[config.mk]
export PLATFORM = sky130hd
export DESIGN_NAME = irq_coalesce
export DESIGN_NICKNAME = d
export VERILOG_FILES = /design/src/rtl/ic_pkg.sv /design/src/rtl/ic_regs.sv /design/src/rtl/ic_timer.sv /design/src/rtl/ic_fill_warn.sv /design/src/rtl/irq_coalesce.sv
export SDC_FILE = /design/constraint.sdc
export NUM_CORES = 1
export LEC_CHECK = 0
export ABC_AREA = 1
export BUFFER_PORTS_ARGS = -buffer_cell sky130_fd_sc_hd__buf_4
export CORE_MARGIN = 5
export CORE_UTILIZATION = 43
export DETAILED_ROUTE_END_ITERATION = 10
export GPL_TIMING_DRIVEN = 0
export PLACE_DENSITY = 0.69
export SLEW_MARGIN = 40
export SYNTH_ARGS = -nofsm -noshare
export SYNTH_HDL_FRONTEND = slang
export SYNTH_SLANG_ARGS = --single-unit
[constraint.sdc]
create_clock -name clk -period 5.55 [get_ports clk]
set_input_delay 0.555 -clock clk [delete_from_list [all_inputs] [get_ports clk]]
set_output_delay 0.555 -clock clk [all_outputs]
set_load 0.01 [all_outputs]
[src/rtl/ic_pkg.sv]
package ic_pkg;
  typedef enum logic [2:0] {
    RA_BURST_CTL = 3'd0,
    RA_BURST_THR = 3'd1,
    RA_IDLE_CTL  = 3'd2,
    RA_IDLE_THR  = 3'd3,
    RA_FILL_LIM  = 3'd4
  } reg_addr_e;

  localparam int CTL_CLR  = 0;
  localparam int CTL_EN   = 1;
  localparam int CTL_TSEL = 2;
endpackage

[src/rtl/ic_regs.sv]
module ic_regs
  import ic_pkg::*;
#(
  parameter int CNT_W  = 16,
  parameter int FILL_W = 8
) (
  input  logic              clk,
  input  logic              rst_n,
  input  logic              cfg_we,
  input  logic [2:0]        cfg_addr,
  input  logic [CNT_W-1:0]  cfg_wdata,
  output logic              b_en,
  output logic              b_tsel,
  output logic              b_clr,
  output logic [CNT_W-1:0]  b_thr,
  output logic              i_en,
  output logic              i_tsel,
  output logic              i_clr,
  output logic [CNT_W-1:0]  i_thr,
  output logic [FILL_W-1:0] fill_lim
);
  // clear strobes are decoded from the write, never stored
  assign b_clr = cfg_we && (cfg_addr == RA_BURST_CTL) && cfg_wdata[CTL_CLR];
  assign i_clr = cfg_we && (cfg_addr == RA_IDLE_CTL)  && cfg_wdata[CTL_CLR];

  always_ff @(posedge clk or negedge rst_n) begin
    if (!rst_n) begin
      b_en     <= 1'b0;
      b_tsel   <= 1'b0;
      b_thr    <= '0;
      i_en     <= 1'b0;
      i_tsel   <= 1'b0;
      i_thr    <= '0;
      fill_lim <= '1;
    end else if (cfg_we) begin
      case (cfg_addr)
        RA_BURST_CTL: begin
          b_en   <= cfg_wdata[CTL_EN];
          b_tsel <= cfg_wdata[CTL_TSEL];
        end
        RA_BURST_THR: b_thr <= cfg_wdata;
        RA_IDLE_CTL: begin
          i_en   <= cfg_wdata[CTL_EN];
          i_tsel <= cfg_wdata[CTL_TSEL];
        end
        RA_IDLE_THR:  i_thr <= cfg_wdata;
        RA_FILL_LIM:  fill_lim <= cfg_wdata[FILL_W-1:0];
        default: ;
      endcase
    end
  end

  // control write lands in the enable field
  p_ctl_write_r10: assert property (@(posedge clk) disable iff (!rst_n)
    (cfg_we && cfg_addr == RA_BURST_CTL) |=> (b_en == $past(cfg_wdata[CTL_EN])));
endmodule

[src/rtl/ic_timer.sv]
module ic_timer #(
  parameter int CNT_W   = 16,
  parameter bit RESTART = 1'b0   // 1: idle timer (reload per event), 0: burst timer
) (
  input  logic             clk,
  input  logic             rst_n,
  input  logic             en,
  input  logic             tsel,
  input  logic             clr,
  input  logic [CNT_W-1:0] thr,
  input  logic             us_tick,
  input  logic             event_in,
  input  logic             flush,
  output logic             hit
);
  logic             run;
  logic [CNT_W-1:0] cnt;
  logic             step;
  logic             start;
  logic             keep_going;
  logic [CNT_W:0]   nxt;

  assign step = tsel ? us_tick : 1'b1;
  assign nxt  = {1'b0, cnt} + {{CNT_W{1'b0}}, 1'b1};

  generate
    if (RESTART) begin : g_idle
      assign start      = event_in;
      assign keep_going = !event_in;
    end else begin : g_burst
      assign start      = event_in && !run;
      assign keep_going = 1'b1;
    end
  endgenerate

  assign hit = en && ((event_in && (thr == '0)) ||
                      (run && step && keep_going && (nxt >= {1'b0, thr})));

  always_ff @(posedge clk or negedge rst_n) begin
    if (!rst_n) begin
      run <= 1'b0;
      cnt <= '0;
    end else if (!en || clr || flush) begin
      run <= 1'b0;
      cnt <= '0;
    end else if (start) begin
      run <= 1'b1;
      cnt <= '0;
    end else if (run && step) begin
      cnt <= nxt[CNT_W-1:0];
    end
  end

  // clear stops and zeroes the timer
  p_clr_zero_r7: assert property (@(posedge clk) disable iff (!rst_n)
    clr |=> (!run && cnt == '0));
  // a report returns the timer to rest
  p_flush_rest_r5: assert property (@(posedge clk) disable iff (!rst_n)
    flush |=> (!run && cnt == '0));
  // no tick, no advance in tick mode
  p_tick_hold_r6: assert property (@(posedge clk) disable iff (!rst_n)
    (en && tsel && !us_tick && run && !clr && !flush && !event_in) |=> (cnt == $past(cnt)));

  generate
    if (RESTART) begin : g_idle_chk
      // every completion reloads the idle count
      p_reload_r4: assert property (@(posedge clk) disable iff (!rst_n)
        (en && event_in && !clr && !flush) |=> (run && cnt == '0));
    end
  endgenerate
endmodule

[src/rtl/ic_fill_warn.sv]
module ic_fill_warn #(
  parameter int FILL_W = 8
) (
  input  logic              clk,
  input  logic              rst_n,
  input  logic [FILL_W-1:0] fill_level,
  input  logic [FILL_W-1:0] fill_lim,
  output logic              warn
);
  logic above;
  logic above_q;

  assign above = (fill_level >= fill_lim);

  always_ff @(posedge clk or negedge rst_n) begin
    if (!rst_n) begin
      above_q <= 1'b0;
      warn    <= 1'b0;
    end else begin
      above_q <= above;
      warn    <= above && !above_q;
    end
  end

  // warning is a single-cycle pulse
  p_warn_single_r9: assert property (@(posedge clk) disable iff (!rst_n)
    warn |=> !warn);
endmodule

[src/rtl/irq_coalesce.sv]
module irq_coalesce #(
  parameter int CNT_W    = 16,
  parameter int FILL_W   = 8,
  parameter bit HAS_WARN = 1'b1
) (
  input  logic              clk,
  input  logic              rst_n,
  input  logic              cmpl_pulse,
  input  logic              us_tick,
  input  logic [FILL_W-1:0] fill_level,
  input  logic              cfg_we,
  input  logic [2:0]        cfg_addr,
  input  logic [CNT_W-1:0]  cfg_wdata,
  output logic              done_irq,
  output logic              warn_irq
);
  logic              b_en, b_tsel, b_clr, i_en, i_tsel, i_clr;
  logic [CNT_W-1:0]  b_thr, i_thr;
  logic [FILL_W-1:0] fill_lim;
  logic              b_hit, i_hit, fire, unmod;

  ic_regs #(.CNT_W(CNT_W), .FILL_W(FILL_W)) u_regs (
    .clk(clk), .rst_n(rst_n), .cfg_we(cfg_we), .cfg_addr(cfg_addr),
    .cfg_wdata(cfg_wdata), .b_en(b_en), .b_tsel(b_tsel), .b_clr(b_clr),
    .b_thr(b_thr), .i_en(i_en), .i_tsel(i_tsel), .i_clr(i_clr),
    .i_thr(i_thr), .fill_lim(fill_lim)
  );

  assign unmod = !b_en && !i_en;
  assign fire  = unmod ? cmpl_pulse : (b_hit || i_hit);

  ic_timer #(.CNT_W(CNT_W), .RESTART(1'b0)) u_burst (
    .clk(clk), .rst_n(rst_n), .en(b_en), .tsel(b_tsel), .clr(b_clr),
    .thr(b_thr), .us_tick(us_tick), .event_in(cmpl_pulse), .flush(fire),
    .hit(b_hit)
  );

  ic_timer #(.CNT_W(CNT_W), .RESTART(1'b1)) u_idle (
    .clk(clk), .rst_n(rst_n), .en(i_en), .tsel(i_tsel), .clr(i_clr),
    .thr(i_thr), .us_tick(us_tick), .event_in(cmpl_pulse), .flush(fire),
    .hit(i_hit)
  );

  always_ff @(posedge clk or negedge rst_n) begin
    if (!rst_n) done_irq <= 1'b0;
    else        done_irq <= fire;
  end

  generate
    if (HAS_WARN) begin : g_warn
      ic_fill_warn #(.FILL_W(FILL_W)) u_warn (
        .clk(clk), .rst_n(rst_n), .fill_level(fill_level),
        .fill_lim(fill_lim), .warn(warn_irq)
      );
    end else begin : g_nowarn
      assign warn_irq = 1'b0;
    end
  endgenerate

  // without moderation each completion reports next edge
  p_unmod_r2: assert property (@(posedge clk) disable iff (!rst_n)
    (unmod && cmpl_pulse) |=> done_irq);
  // zero threshold reports next edge
  p_zero_thr_r8: assert property (@(posedge clk) disable iff (!rst_n)
    (b_en && b_thr == '0 && cmpl_pulse) |=> done_irq);
endmodule

* Word level (Yosys, flattened, before mapping) *
Cells that the tools add are included.
Widths: inputs -> output; s select.

cells by class
  add/sub/neg operators = 2
  $lt $le $gt $ge = 3
  equal/unequal tests = 4
  multiplexer cells = 13
  reduce and logical (&&, ||, !) cells = 40

operators by type and width
  operator               count
  $mux 16                6
  $add 16x1->17 const B  2
  $ge 17x16->1           2
  $logic_not 16->1       2
  $logic_and 1x1->1      16
  $reduce_and 2->1       5
  $ge 8x8->1             1
  $logic_or 1x1->1       7
  $mux 1                 7
  $eq 3x2->1 const B     2
  $reduce_bool 3->1      2
  $logic_not 1->1        5
  $reduce_bool 2->1      2
  $eq 3x1->1 const B     1
  $eq 3x3->1 const B     1
  $logic_not 3->1        1

word-level totals
  flip-flop bits (word level) = 81
  output and inout port bits = 2

* Depth between registers and ports, before layout *
  depth in word-level cells = 10
  gate-level depth with buffers = 26

* By module *
From an unflattened synthesis, not the netlist that was laid out.

second synthesis, totals
  cell total of the unflattened synthesis = 707
  area, all modules = 5315.1 sq um

by module, submodules not included
  module              instances  cells each  area each (sq um)  sequential area each (sq um)
  ic_regs             1          205         1839.3             1111.1
  ic_timer (u_idle)   1          229         1590.3             425.4
  ic_timer (u_burst)  1          223         1545.2             425.4
  ic_fill_warn        1          40          280.3              50.0
  irq_coalesce        1          10          60.1               25.0

* Worst setup path before layout *
OpenSTA, ideal clock, no wires.

  kind = register to register
  from = reg u_idle.cnt[0]
  to = reg u_idle.cnt[8]
  data arrival time = 2731 ps
  path slack = 2754 ps
  cell stages (with the launch flop) = 21
  path buffers = 1
  cells stage by stage = dfrtp_1 > ha_1 > nand2_1 > nor2_2 > nand4_1 > nor3_1 > xor2_1 > ha_1 > a21o_1 > a21oi_1 > o21ai_0 > nor2_1 > nand2_1 > nand2_1 > nand2_1 > nand2_2 > nand3_4 > nor2_4 > buf_6 > nand2_1 > nand2_1

between the ends
  longest elaborated chain between the ends = 9
  elaborated cells between the ends (all ways) = 12

ends and longest elaborated chain
  what                                                                  RTL line            source
  start: declaration                                                    ic_timer.sv:17      logic [CNT_W-1:0] cnt;
  start signal: assignment                                              ic_timer.sv:50      cnt <= nxt[CNT_W-1:0];
  $add 16x1->17 (*)                                                     ic_timer.sv:24      assign nxt = {1'b0, cnt} + {{CNT_W{1'b0}}, 1'b1};
  $ge 17x16->1                                                          ic_timer.sv:37      (run && step && keep_going && (nxt >= {1'b0, thr})));
  $logic_and 1x1->1                                                     ic_timer.sv:37
  $logic_or 1x1->1                                                      ic_timer.sv:36      assign hit = en && ((event_in && (thr == '0)) ||
  $logic_and 1x1->1                                                     ic_timer.sv:36
  $logic_or 1x1->1                                                      irq_coalesce.sv:30  assign fire = unmod ? cmpl_pulse : (b_hit || i_hit);
  $mux 1                                                                irq_coalesce.sv:30
  $logic_or 1x1->1                                                      ic_timer.sv:43      end else if (!en || clr || flush) begin
  $reduce_bool 3->1 (no source line) / $mux 16 (equally long branches)  n/a

Every way passes the cells marked *; elsewhere a longest branch is shown, timed or not. The select of a mux whose other input is x is not followed.
A chain may end at the register's enable or synchronous reset.

* Worst setup path in the final report *
  from = reg u_idle.cnt[4]
  to = reg u_idle.cnt[9]

The elaborated chain is that of the path after synthesis.

==> flow_metrics.env <==
export IMPL_status="complete, no violations"
export IMPL_synth_simple_gate_area_share_pct=25.4
export IMPL_critPathMaxFanout=10
export IMPL_gp_congestion=0.830
export IMPL_drc=0
export IMPL_rsz0062_at_grt="no"
export IMPL_die_w_um=118
export IMPL_cts_reportedPaths_clkPinSlew_ns=0.06
export IMPL_cts_path_max_buffers=2
export IMPL_min_period_over_period_pct=62.6
export IMPL_final_common_cell="nand2_1"
export IMPL_path_cells="nand2_2, nor4_1, nand2_1, nor3_2, nand3_1, nor2_1, xor2_1, ha_1, a21oi_1, o21ai_0, nor2_1, nand2_1, nand2_1, nand2_1, nand2_2, nand3_4, nor2_4, buf_6, nand2_1, nand2_1"
export IMPL_worstSetupPathType="flop to flop"
export IMPL_p_leak_nw=3.04
export IMPL_setup_viol=0
export IMPL_multi_input_area_mm2=0.00249
export IMPL_synth_compound_gate_area_share_pct=9.29
export IMPL_regArea_mm2=0.00204
export IMPL_syn_nets=738
export IMPL_avgViaCountPerCell=4.95
export IMPL_ir_worst_vdd_mv=0.193
export IMPL_io_buffers=33
export IMPL_crit_top_cell="nand2_1"
export IMPL_min_period_ns=3.47
export IMPL_detail_route_antenna_nets=0
export IMPL_synth_adder_area_share_pct=10.4
export IMPL_antenna_found_initial=0
export IMPL_hold_buffers=0
export IMPL_synth_top_family_by_area="simple AND/OR/NAND/NOR gates"
export IMPL_design_core_area_mm2=0.0115
export IMPL_use_met3_pct=3.82
export IMPL_ys_seq_area_share_pct=40.3
export IMPL_skew_ns=0.00682
export IMPL_antenna_cells=0
export IMPL_nNetsFinal=782
export IMPL_slew_headroom_pct=52.4
export IMPL_final_cell_mix="nand2_1, inv_1, dfrtp_1"
export IMPL_synth_mux_area_share_pct=0.397
export IMPL_synthCells=664
export IMPL_dr_total_vias=4237
export IMPL_wirelength_um=11100
export IMPL_ys_seq_elements=81
export IMPL_busiest_layer="met2"
export IMPL_start_util_pct=44.0
export IMPL_die_h_um=118
export IMPL_cts_buffers=9
export IMPL_yosysTopAreaCellShare_pct=36.2
export IMPL_utilization_pct=50.6
export IMPL_met1_usage_pct=20.6
export IMPL_cap_violations=0
export IMPL_dr_pass1_iters=4
export IMPL_synth_xor_area_share_pct=3.82
export IMPL_grt_max_degree=82
export IMPL_synth_cell_types=30
export IMPL_critical_path_arrival_ns=3.75
export IMPL_nFillCells=1089
export IMPL_worstHoldPathType="primary input to asynchronous set/reset pin"
export IMPL_hold_viol_final=0
export IMPL_power_density_mw_per_mm2=290
export IMPL_cts_tree="built"
export IMPL_critPathLaunchType="flop"
export IMPL_grt_pass1_wl_um=19700
export IMPL_cts_setup_buffers=0
export IMPL_synthTopCellsByArea="dfrtp_1, nand2_1, ha_1, inv_1, o21ai_0"
export IMPL_worstMarginPinSlew_ns=0.714
export IMPL_htreeDepth=3
export IMPL_crit_slowest_cell="dfrtp_1"
export IMPL_synth_area_mm2=0.00505
export IMPL_yosys_most_used_dff="dfrtp_1"
export IMPL_ios=34
export IMPL_clock_sinks=81
export IMPL_fp_row_count=39
export IMPL_routedWlPerCell_um=12.9
export IMPL_post_synth_cell_area_avg_um2=7.60
export IMPL_grtUsageTotal_pct=16.8
export IMPL_critPathMaxStageDelay_ns=0.47
export IMPL_grt_pass1_vias=4339
export IMPL_synth_top_area_cell="dfrtp_1"
export IMPL_dieArea_mm2=0.0140
export IMPL_grt_ovfl_total=0
export IMPL_dpl_hpwl_um=8670
export IMPL_drive_gt1_share_pct=12.2
export IMPL_cts_root_buf="clkbuf_16"
export IMPL_synth_edf_count=0
export IMPL_cp_top_family="simple AND/OR/NAND/NOR gates"
export IMPL_synth_async_reset_ratio_pct=100
export IMPL_fin_tns_setup_ns=0
export IMPL_ctsResizeCount=0
export IMPL_whs_ns=0.244
export IMPL_yosys_warnings=0
export IMPL_use_met2_pct=29.4
export IMPL_fmax_ghz=0.288
export IMPL_timing_max_transition_violations_final=0
export IMPL_syn_to_final_growth_pct=15.0
export IMPL_clk_insertion_delay_late_ns=0.34
export IMPL_cp_required_ns=5.83
export IMPL_crit_path_end_kind="flop"
export IMPL_drtIter0Drc=258
export IMPL_path_buf_inv=1
## routing by layer
layer,up-vias,wire length (um)
met1,2000,4940
li1,2167,-
met4,0,163
met3,15,324
met5,-,0
met2,55,5640
## layout make-up
| class | count | share of cell area [%] |
|---|---|---|
| multi-input combinational | 450 | 42.9 |
| sequential | 81 | 35.1 |
| buffer | 12 | 1.16 |
| tap | 143 | 3.08 |
| clock buffer | 10 | 4.11 |
| clock inverter | 6 | 1.55 |
| timing repair buffer | 33 | 4.33 |
| inverter | 121 | 7.82 |
## flip-flops by register name, summed over array words and instances, names as in the netlist
name / count
g_warn.u_warn.above_q: 1
u_burst.run: 1
u_regs.i_thr: 16
u_idle.run: 1
u_regs.b_en: 1
u_burst.cnt: 16
done_irq: 1
u_idle.cnt: 16
u_regs.b_thr: 16
g_warn.u_warn.warn: 1
u_regs.i_en: 1
u_regs.b_tsel: 1
u_regs.i_tsel: 1
u_regs.fill_lim: 8
## cells by family after synthesis
group / Yosys count
AND/OR/NAND/NOR: 293
buffers and inverters: 133
AO/OA/AOI/OAI: 91
flip-flops: 81
adder cells (fa/ha/maj): 42
XOR/XNOR: 22
multiplexers: 2
## power breakdown
part,total (mW),internal [mW],switching [mW]
clock network,0.659,0.408,0.251
logic,0.309,0.120,0.189
registers,0.718,0.668,0.0494
## per-stage QoR
step | instance area [um^2] | setup slack (ns) | total power [mW] | cells
finish | 5810 | 2.08 | 1.69 | 856
global route | 5810 | 1.76 | 1.80 | 856
CTS | 5810 | 2.11 | 1.70 | 856
detailed placement | 5480 | 2.13 | 1.04 | 840
global placement | 5480 | 2.25 | 1.02 | 840
floorplan | 5050 | 2.75 | 0.929 | 664
## synth_stat cells, types with 2 or more instances
cell type / count
a21o_1: 2
a21oi_1: 19
buf_6: 3
clkbuf_1: 9
dfrtp_1: 73
dfstp_2: 8
ha_1: 42
inv_1: 120
mux2i_1: 2
nand2_1: 189
nand2_2: 5
nand3_1: 17
nand4_1: 10
nor2_1: 35
nor2_2: 14
nor2_4: 3
nor3_1: 7
nor3_2: 2
nor4_1: 7
o21a_1: 2
o21ai_0: 66
xnor2_1: 7
xor2_1: 15
## final timing paths
kind                                                      start                           end  depth (start not counted)  slack (ns)
worst max-delay path                  u_idle.cnt[4]$_DFFE_PN0P_     u_idle.cnt[9]$_DFFE_PN0P_                         20        2.08
worst min-delay path                                      rst_n     u_idle.cnt[5]$_DFFE_PN0P_                          1        0.24
worst max register to register        u_idle.cnt[4]$_DFFE_PN0P_     u_idle.cnt[9]$_DFFE_PN0P_                         20        2.08
worst min register to register  g_warn.u_warn.above_q$_DFF_PN0_  g_warn.u_warn.warn$_DFF_PN0_                          3        0.48
max in group asynchronous                                 rst_n   u_burst.cnt[11]$_DFFE_PN0P_                          1        4.81
min in group clk                g_warn.u_warn.above_q$_DFF_PN0_  g_warn.u_warn.warn$_DFF_PN0_                          3        0.48
No activity file was read; power rests on OpenSTA's default activity.
